**config.mk**
```make
export PLATFORM = sky130hd
export DESIGN_NAME = irq_router
export DESIGN_NICKNAME = d
export VERILOG_FILES = /design/src/rtl/irq_router.sv
export SDC_FILE = /design/constraint.sdc
export NUM_CORES = 1
export LEC_CHECK = 0
export ABC_AREA = 1
export BUFFER_PORTS_ARGS = -buffer_cell sky130_fd_sc_hd__buf_2
export CAP_MARGIN = 40
export CORE_AREA = 2 2 159 161
export CTS_CLUSTER_SIZE = 30
export DETAILED_ROUTE_END_ITERATION = 16
export DIE_AREA = 0 0 161 163
export SLEW_MARGIN = 20
export SYNTH_ARGS = -nofsm -noshare
export SYNTH_HDL_FRONTEND = slang
export SYNTH_SLANG_ARGS = --single-unit
```
**constraint.sdc**
```tcl
create_clock -name clk -period 3.7 [get_ports clk]
set_input_delay 0.555 -clock clk [delete_from_list [all_inputs] [get_ports clk]]
set_output_delay 0.555 -clock clk [all_outputs]
set_load 0.01 [all_outputs]
```
**src/rtl/irq_router.sv**
```systemverilog
module irq_router #(
  parameter int NUM_TMR   = 4,
  parameter int NUM_LINES = 32,
  parameter int LEG_A     = 0,
  parameter int LEG_B     = 8,
  localparam int RW       = $clog2(NUM_LINES)
) (
  input  logic                    clk,
  input  logic                    rst_n,
  input  logic                    glb_en,
  input  logic                    legacy_en,
  input  logic [NUM_TMR-1:0]      tmr_en,
  input  logic [NUM_TMR-1:0]      tmr_level,
  input  logic [NUM_TMR-1:0]      tmr_msg,
  input  logic [NUM_TMR-1:0]      fire,
  input  logic [NUM_TMR*RW-1:0]   tmr_route,
  input  logic [NUM_TMR*64-1:0]   msg_route,
  input  logic                    sts_wr,
  input  logic [NUM_TMR-1:0]      sts_wdata,
  input  logic                    ext_tick,
  input  logic                    ext_clk,
  input  logic                    msg_ready,
  output logic [NUM_LINES-1:0]    irq_out,
  output logic [NUM_TMR-1:0]      sts,
  output logic                    ivt_en,
  output logic                    msg_valid,
  output logic [31:0]             msg_addr,
  output logic [31:0]             msg_data
);

  logic [NUM_TMR-1:0] pulse, pend, msg_q, grant;
  logic               legacy_q, tick_q, clk_q;
  logic [31:0]        sel_a, sel_d;

  wire [NUM_TMR-1:0] live     = tmr_en & {NUM_TMR{glb_en}};
  wire [NUM_TMR-1:0] hit      = fire & live;
  wire [NUM_TMR-1:0] msg_rise = tmr_msg & ~msg_q;
  wire [NUM_TMR-1:0] clr      = sts_wr ? (sts_wdata & sts) : '0;
  wire [NUM_TMR-1:0] edge_hit = hit & ~tmr_level & ~tmr_msg;
  wire [NUM_TMR-1:0] lvl_hit  = hit & tmr_level & ~tmr_msg;
  wire [NUM_TMR-1:0] sts_nxt  = ((sts & ~clr & ~edge_hit) | lvl_hit) & live & ~msg_rise;

  always_comb begin
    logic found;
    found = 1'b0;
    grant = '0;
    sel_a = '0;
    sel_d = '0;
    for (int i = 0; i < NUM_TMR; i++) begin
      if (pend[i] && !found) begin
        found    = 1'b1;
        grant[i] = !msg_valid;
        sel_a    = msg_route[i*64+32 +: 32];
        sel_d    = msg_route[i*64 +: 32];
      end
    end
  end

  always_ff @(posedge clk or negedge rst_n) begin
    if (!rst_n) begin
      sts       <= '0;
      pulse     <= '0;
      pend      <= '0;
      msg_q     <= '0;
      legacy_q  <= 1'b0;
      tick_q    <= 1'b0;
      clk_q     <= 1'b0;
      ivt_en    <= 1'b1;
      msg_valid <= 1'b0;
      msg_addr  <= '0;
      msg_data  <= '0;
    end else begin
      sts      <= sts_nxt;
      pulse    <= edge_hit;
      pend     <= (pend & ~grant) | (hit & tmr_msg);
      msg_q    <= tmr_msg;
      legacy_q <= legacy_en;
      ivt_en   <= !legacy_en;
      tick_q   <= ext_tick;
      clk_q    <= ext_clk;
      if (msg_valid && msg_ready) begin
        msg_valid <= 1'b0;
      end else if (!msg_valid && |pend) begin
        msg_valid <= 1'b1;
        msg_addr  <= sel_a;
        msg_data  <= sel_d;
      end
    end
  end

  always_comb begin
    logic [RW-1:0] idx;
    irq_out = '0;
    for (int i = 0; i < NUM_TMR; i++) begin
      if (legacy_q && i == 0)      idx = RW'(LEG_A);
      else if (legacy_q && i == 1) idx = RW'(LEG_B);
      else                         idx = tmr_route[i*RW +: RW];
      irq_out[idx] = irq_out[idx] | ((sts[i] | pulse[i]) & ~tmr_msg[i]);
    end
    if (!legacy_q) begin
      irq_out[LEG_A] = irq_out[LEG_A] | tick_q;
      irq_out[LEG_B] = irq_out[LEG_B] | clk_q;
    end
  end

  generate
    for (genvar g = 0; g < NUM_TMR; g++) begin : g_chk
      p_off_clears_r7: assert property (@(posedge clk) disable iff (!rst_n)
        !live[g] |=> !sts[g]);
      p_edge_no_sts_r3: assert property (@(posedge clk) disable iff (!rst_n)
        pulse[g] |-> !sts[g]);
      p_msg_on_clears_r9: assert property (@(posedge clk) disable iff (!rst_n)
        $rose(tmr_msg[g]) |=> !sts[g]);
      p_wr_clears_r6: assert property (@(posedge clk) disable iff (!rst_n)
        (sts_wr && sts_wdata[g] && !fire[g]) |=> !sts[g]);
    end
  endgenerate

  p_msg_hold_r8: assert property (@(posedge clk) disable iff (!rst_n)
    (msg_valid && !msg_ready) |=> (msg_valid && $stable(msg_addr) && $stable(msg_data)));
  p_ivt_off_r11: assert property (@(posedge clk) disable iff (!rst_n)
    legacy_en |=> !ivt_en);
  p_ivt_on_r11: assert property (@(posedge clk) disable iff (!rst_n)
    !legacy_en |=> ivt_en);

endmodule

```
After elaboration in Yosys (flattened, before gate mapping)
Memory sizes are Yosys's and may differ from the RTL's.
Index checks and enable logic that the tools add are counted.
{"block": "totals", "register_bits": 85, "romBits": 32, "inputBits": 304, "output_inout_bits": 102, "word_cells": 120, "mem_count": 1}
{"block": "classes", "magnitude_cmp": 8, "mux": 40, "bitwise": 43, "n_reduce_logical": 17}
{"memory": "(name not given)", "words": 32, "word_bits": 1, "read_ports": 1, "rd_clocked_by_memory_dff": 0, "wr": 0, "line": "98", "rtl": "irq_out[idx] = irq_out[idx] | ((sts[i] | pulse[i]) & ~tmr_msg[i]);"}
{"op": "$mux W32", "n": 8}
{"op": "$bwmux W32", "n": 3}
{"op": "$and A4 B4 Y4", "n": 14}
{"op": "$and A32 B32 Y32", "n": 1}
{"op": "$not A4 Y4", "n": 7}
{"op": "$lt A5 B6 Y1 const B", "n": 4}
{"op": "$demux W1 S5", "n": 4}
{"op": "$ge A5 B1 Y1 const B", "n": 4}
{"op": "$mux W1", "n": 19}
{"op": "$bmux W1 S5", "n": 3}
{"op": "$mux W5", "n": 2}
{"op": "$or A1 B1 Y1", "n": 10}
{"op": "$logic_and A1 B1 Y1", "n": 9}
{"op": "$or A4 B4 Y4", "n": 2}
{"op": "$logic_not A1 Y1", "n": 5}
{"op": "$not A1 Y1", "n": 5}
{"op": "$and A1 B1 Y1", "n": 4}
{"op": "$mux W4", "n": 1}
{"op": "$reduce_or A4 Y1", "n": 1}
{"op": "$reduce_and A2 Y1", "n": 1}
{"op": "$reduce_bool A2 Y1", "n": 1}

Logic depth before layout (Yosys ltp)
{"block": "depth", "word_depth": 20, "ltp_mapped": 34, "depth_no_buf": 30}

Least setup slack after synthesis
OpenSTA, ideal clock, no wires.
{"block": "synth_path", "path_kind": "input to output", "start": "input port tmr_msg[0]", "end": "output port irq_out[10]", "arrival_ps": 3288, "required_time_ps": 3145, "slack_ps": -143, "cell_stages": 29, "n_path_buf": 5, "path_cell_list": "inv_1 > o21ai_4 > nor2_2 > buf_2 > nand3_1 > nand2_1 > nor2_1 > nand2_1 > nand3_1 > nand2_2 > nor2_8 > buf_6 > nand3_1 > o211ai_1 > nand4_1 > nand2_1 > nand2_1 > nor2_8 > buf_8 > buf_8 > nand3_1 > nand3_1 > nand2_1 > nand3b_1 > nand3_2 > nand2_4 > buf_6 > o21ai_1 > nand2_1"}
{"block": "synth_via", "elab_chain_cells": 16}
{"item": "from (decl)", "line": "14", "rtl": "input logic [NUM_TMR-1:0] tmr_msg,"}
{"item": "$not A1 Y1 *", "line": "98"}
{"item": "$and A1 B1 Y1 *", "line": "98"}
{"item": "$or A1 B1 Y1 *", "line": "98"}
{"item": "$and A32 B32 Y32 (no source line) *"}
{"item": "$bmux W1 S5", "line": "98"}
{"item": "$mux W1 (implied by the code)", "line": "98"}
{"item": "$or A1 B1 Y1", "line": "98"}
{"item": "$bwmux W32 *", "line": "98"}
{"item": "$bmux W1 S5", "line": "98"}
{"item": "$mux W1 (implied by the code)", "line": "98"}
{"item": "$or A1 B1 Y1", "line": "98"}
{"item": "$bwmux W32 *", "line": "98"}
{"item": "$bmux W1 S5", "line": "98"}
{"item": "$mux W1 (implied by the code)", "line": "98"}
{"item": "$or A1 B1 Y1", "line": "98"}
{"item": "$bwmux W32 *", "line": "98"}
{"item": "to (decl)", "line": "23", "rtl": "output logic [NUM_LINES-1:0] irq_out,"}
Every way passes the cells marked *; elsewhere a longest branch is shown, timed or not. The select of a mux whose other input is x is not followed.

Final worst setup path
{"block": "layout_path", "start": "register legacy_q", "end": "output port irq_out[24]"}
{"block": "layout_via", "elab_chain_cells": 18, "word_cells_on_any_way": 28, "classes_between": "order compare (4); mux (16); bitwise (5); reduce/logical (2); memory (1)"}
{"item": "from (decl)", "line": "32", "rtl": "logic legacy_q, tick_q, clk_q;"}
{"item": "from (signal assigned)", "line": "77", "rtl": "legacy_q <= legacy_en;"}
{"item": "$mux W5", "line": "95", "rtl": "if (legacy_q && i == 0) idx = RW'(LEG_A);"}
{"item": "$lt A5 B6 Y1 (implied by the code) or $ge A5 B1 Y1 (tied branches)", "line": "98"}
{"item": "$logic_and A1 B1 Y1 (implied by the code)", "line": "98"}
{"item": "$mux W1 (implied by the code)", "line": "98"}
{"item": "$demux W1 S5", "line": "98"}
{"item": "$and A32 B32 Y32 (no source line)"}
{"item": "$bmux W1 S5", "line": "98"}
{"item": "$mux W1 (implied by the code)", "line": "98"}
{"item": "(+2 left out)"}
{"item": "$bmux W1 S5", "line": "98"}
{"item": "$mux W1 (implied by the code)", "line": "98"}
{"item": "$or A1 B1 Y1", "line": "98"}
{"item": "$bwmux W32 *", "line": "98"}
{"item": "$bmux W1 S5", "line": "98"}
{"item": "$mux W1 (implied by the code)", "line": "98"}
{"item": "$or A1 B1 Y1", "line": "98"}
{"item": "$bwmux W32 *", "line": "98"}
Marked as above.

==> flow_summary.yaml <==
outcome:
  status: "finished with violations"
  violations: "setup timing"
final_layout:
  layout.nets: 2176
  nFillCells: 2477
  final_core_utilization_pct: 53.2
  multi_input_comb_area_um2: 5910
  flow.area_growth_from_synthesis_pct: 59.2
  final_layout_size_suffix_gt1_share_pct: 42.0
  ff_latch_area_um2: 2130
sta:
  slew_headroom_pct: 48.0
  worst_slack_ps: -1130
  unrepaired_setup_endpoints_after_global_routing: "true"
  final.min_clock_period_ps: 4830
  fmax_mhz: 207
  final.period_utilization_pct: 131
  final.setup_skew_ps: 15.7
  worstMarginPinSlew_ps: 780
  finalSetupViolations: 32
  final_number_of_hold_violating_endpoints: 0
  slew_viol_final: 0
yosys:
  mappedNetlistNets: 1623
  postSynthCellCount: 1319
  synthesis.area_um2: 8250
  synth_simple_gate_area_share_pct: 44.8
  synth_compound_gate_area_share_pct: 19.5
  synth-warning-count: 0
  synth_seq_cells: 85
  seq_area_frac_synth_pct: 25.8
  post_synth_xor_area_fraction_pct: 0
  synth_flop_cell: "sky130_fd_sc_hd__dfrtp_1"
  synth_edf_count: 0
  post_synth_mux_area_share_pct: 0
  combinational_family_with_the_most_area_after_synthesis: "simple AND/OR/NAND/NOR gates"
  ys_types: 38
  yosys.area_share.adder_pct: 0
  share_of_flip_flops_with_an_asynchronous_set_or_reset_after_synthesis_pct: 100
  postSynthAreaPerCell_um2: 6.25
critical_path:
  worstPathBufferInverterCount: 6
  critical_path.startpoint_type: "flop"
  setup.worst_path.class: "flop to primary output"
  r2r_slack_ps: 1450
  worst_path_largest_cell_delay_ps: 490
  arrival_ps: 4280
  endpoint_kind: "primary output"
  path_max_fanout: 8
  cp_top_family: "simple AND/OR/NAND/NOR gates"
  worst_ep_required_time_ps: 3140
  critPathSlowestCell: "sky130_fd_sc_hd__dfrtp_2"
power:
  leakage_power_of_the_design_nw: 6.42
  finalPower_mw: 5.84
  maximum_vdd_ir_drop_v: 0.000541
  power.density_nw_per_um2: 445
route:
  drc: 0
  drt.antenna.violating_nets: 0
  detail_route.iter0.violations: 1430
  drt_pass1_iterations: 6
  vias: 12400
  vias_per_cell: 5.58
  avgRoutedWirePerCell_um: 21.0
  overall_routed_net_length_um: 46700
clock_network:
  cts_tree: "yes"
  clk_pin_slew_worst_paths_ps: 70
  tritoncts_num_sinks: 85
  worst_skew_pair.late_latency_ps: 370
  hold_buf_count_cts: 0
  ctsHtreeMaxLevel: 3
  cts_root_buf: "sky130_fd_sc_hd__clkbuf_16"
  clockBufferDepth: 2
  tritoncts.num_buffers: 9
floorplan:
  die_w_um: 161
  start_util_pct: 33.4
  core_area_um2: 24700
  die-area_um2: 26200
  core.rowCount: 58
  die_h_um: 163
  ios: 406
grt:
  globalRouteOverflowTotal: 0
  antenna_violations_before_repair: 25
  grt_max_degree: 122
  via_count_of_the_first_global_routing_pass: 11300
  grt_pass1_wl_um: 67400
  globalRouteTotalUtil_pct: 33.7
worst_hold_path:
  timing.hold.worst.class: "primary input to asynchronous set/reset pin"
flow_run:
  maxCapViolations: 0
placed_design:
  routabilityCongestion: 1.02
  port-buffer-count: 405
  total_half_perimeter_wirelength_after_legalization_and_detailed_placement_um: 36200
[synth_stat cells, types with 31 or more instances]
cell type	n	area, um2
sky130_fd_sc_hd__dfrtp_1	84	2100
sky130_fd_sc_hd__inv_1	89	334
sky130_fd_sc_hd__and3_1	57	357
sky130_fd_sc_hd__o21ai_0	75	375
sky130_fd_sc_hd__nand3_1	141	706
sky130_fd_sc_hd__nand2_1	228	856
sky130_fd_sc_hd__a31oi_1	58	363
sky130_fd_sc_hd__nand4_1	64	400
sky130_fd_sc_hd__nor2_1	248	931
sky130_fd_sc_hd__o21ai_1	31	155
sky130_fd_sc_hd__a221oi_1	57	499
sky130_fd_sc_hd__clkbuf_1	66	248
[cells by family (layout without fill, tap and decap cells)]
| logic type | Yosys count | after routing |
|---|---|---|
| other cells | 0 | 20 |
| simple gates | 796 | 798 |
| compound gates | 250 | 250 |
| buf+inv | 188 | 744 |
| flops | 85 | 85 |
[what timing repair did]
item / 4_1_cts / 5_1_grt
pin swaps: 2 / 46
buffers inserted: 5 / 19
gates resized for setup: 31 / 108
cloned: 4 / 4
endpoints found under the setup margin: 32 / 32
[report_power, final]
part / switching [mW] / internal [mW]
sequential: 0.272 / 1.34
combinational: 2.09 / 1.20
clock: 0.458 / 0.478
[worst paths after layout]
check                                  start      endpoint  cells past startpoint
worst max register to register       pend[1]       pend[3]                      5
worst max-delay path                legacy_q   irq_out[24]                     30
max in group asynchronous              rst_n   msg_data[7]                      2
worst min register to register  msg_data[15]  msg_data[15]                      2
min in group clk                    ext_tick        tick_q                      1
worst min-delay path                   rst_n  msg_data[22]                      1
[worst register-to-register path: stages (launching register included)]
cell and delay (ps):
sky130_fd_sc_hd__dfrtp_2 420, sky130_fd_sc_hd__nor2_4 110, sky130_fd_sc_hd__buf_4 580, sky130_fd_sc_hd__nand3_1 560, sky130_fd_sc_hd__o21ai_0 290, sky130_fd_sc_hd__o21ai_0 140
[area by class of cell]
class                           count  share of cell area (%)
Clock inverter                      7                   0.543
Sequential cell                    85                    16.2
Antenna cell                       20                   0.381
Timing Repair Buffer              629                    29.9
Inverter                           98                    2.97
Timing Repair inverter              1                  0.0572
Multi-Input combinational cell   1048                    45.0
Clock buffer                        9                    1.72
Tap cell                          330                    3.14
[per-stage QoR]
stage	worst slack (ps)	TNS, ps	area [um2]	hold WS, ps	instances
3_5_place_dp	-955	-28520	11900	468	2160
3_3_place_gp	-920	-27510	11900	463	2159
6_report	-1130	-35270	13100	191	2227
2_1_floorplan	-83.1	-2190	8370	259	1319
4_1_cts	-1060	-32550	12400	207	2185
5_1_grt	-1460	-45560	13100	241	2223
[cell usage in the layout (no fill, tap or decap), types with 19 or more instances in the layout]
master                     Yosys  layout
sky130_fd_sc_hd__a221oi_1     57      57
sky130_fd_sc_hd__a31oi_1      58      57
sky130_fd_sc_hd__and3_1       57      57
sky130_fd_sc_hd__buf_2         6     401
sky130_fd_sc_hd__buf_4         0     200
sky130_fd_sc_hd__dfrtp_1      84      80
sky130_fd_sc_hd__diode_2       0      20
sky130_fd_sc_hd__inv_1        89      86
sky130_fd_sc_hd__nand2_1     228     202
sky130_fd_sc_hd__nand2_2       2      22
sky130_fd_sc_hd__nand3_1     141     103
sky130_fd_sc_hd__nand3_2       4      30
sky130_fd_sc_hd__nand3b_1     26      26
sky130_fd_sc_hd__nand4_1      64      64
sky130_fd_sc_hd__nor2_1      248     233
sky130_fd_sc_hd__o21ai_0      75      72
sky130_fd_sc_hd__o21ai_1      31      19
[flip-flops by register name, indices dropped and copies added, names as in the netlist]
register and cells:
msg_addr 32, msg_valid 1, ivt_en 1, tick_q 1
pulse 4, msg_data 32, pend 4, legacy_q 1
sts 4, msg_q 4, clk_q 1
[metal layers]
| layer | vias to the layer above | GRT usage, % | part of all wire (%) |
|---|---|---|---|
| li1 | 5775 | - | - |
| met1 | 5806 | 42.6 | 39 |
| met2 | 700 | 53.3 | 46 |
| met3 | 136 | 9.55 | 10 |
| met4 | 10 | 15.5 | 4.0 |
| met5 | - | 0 | 0.12 |
(Power assumes the default switching activity.)
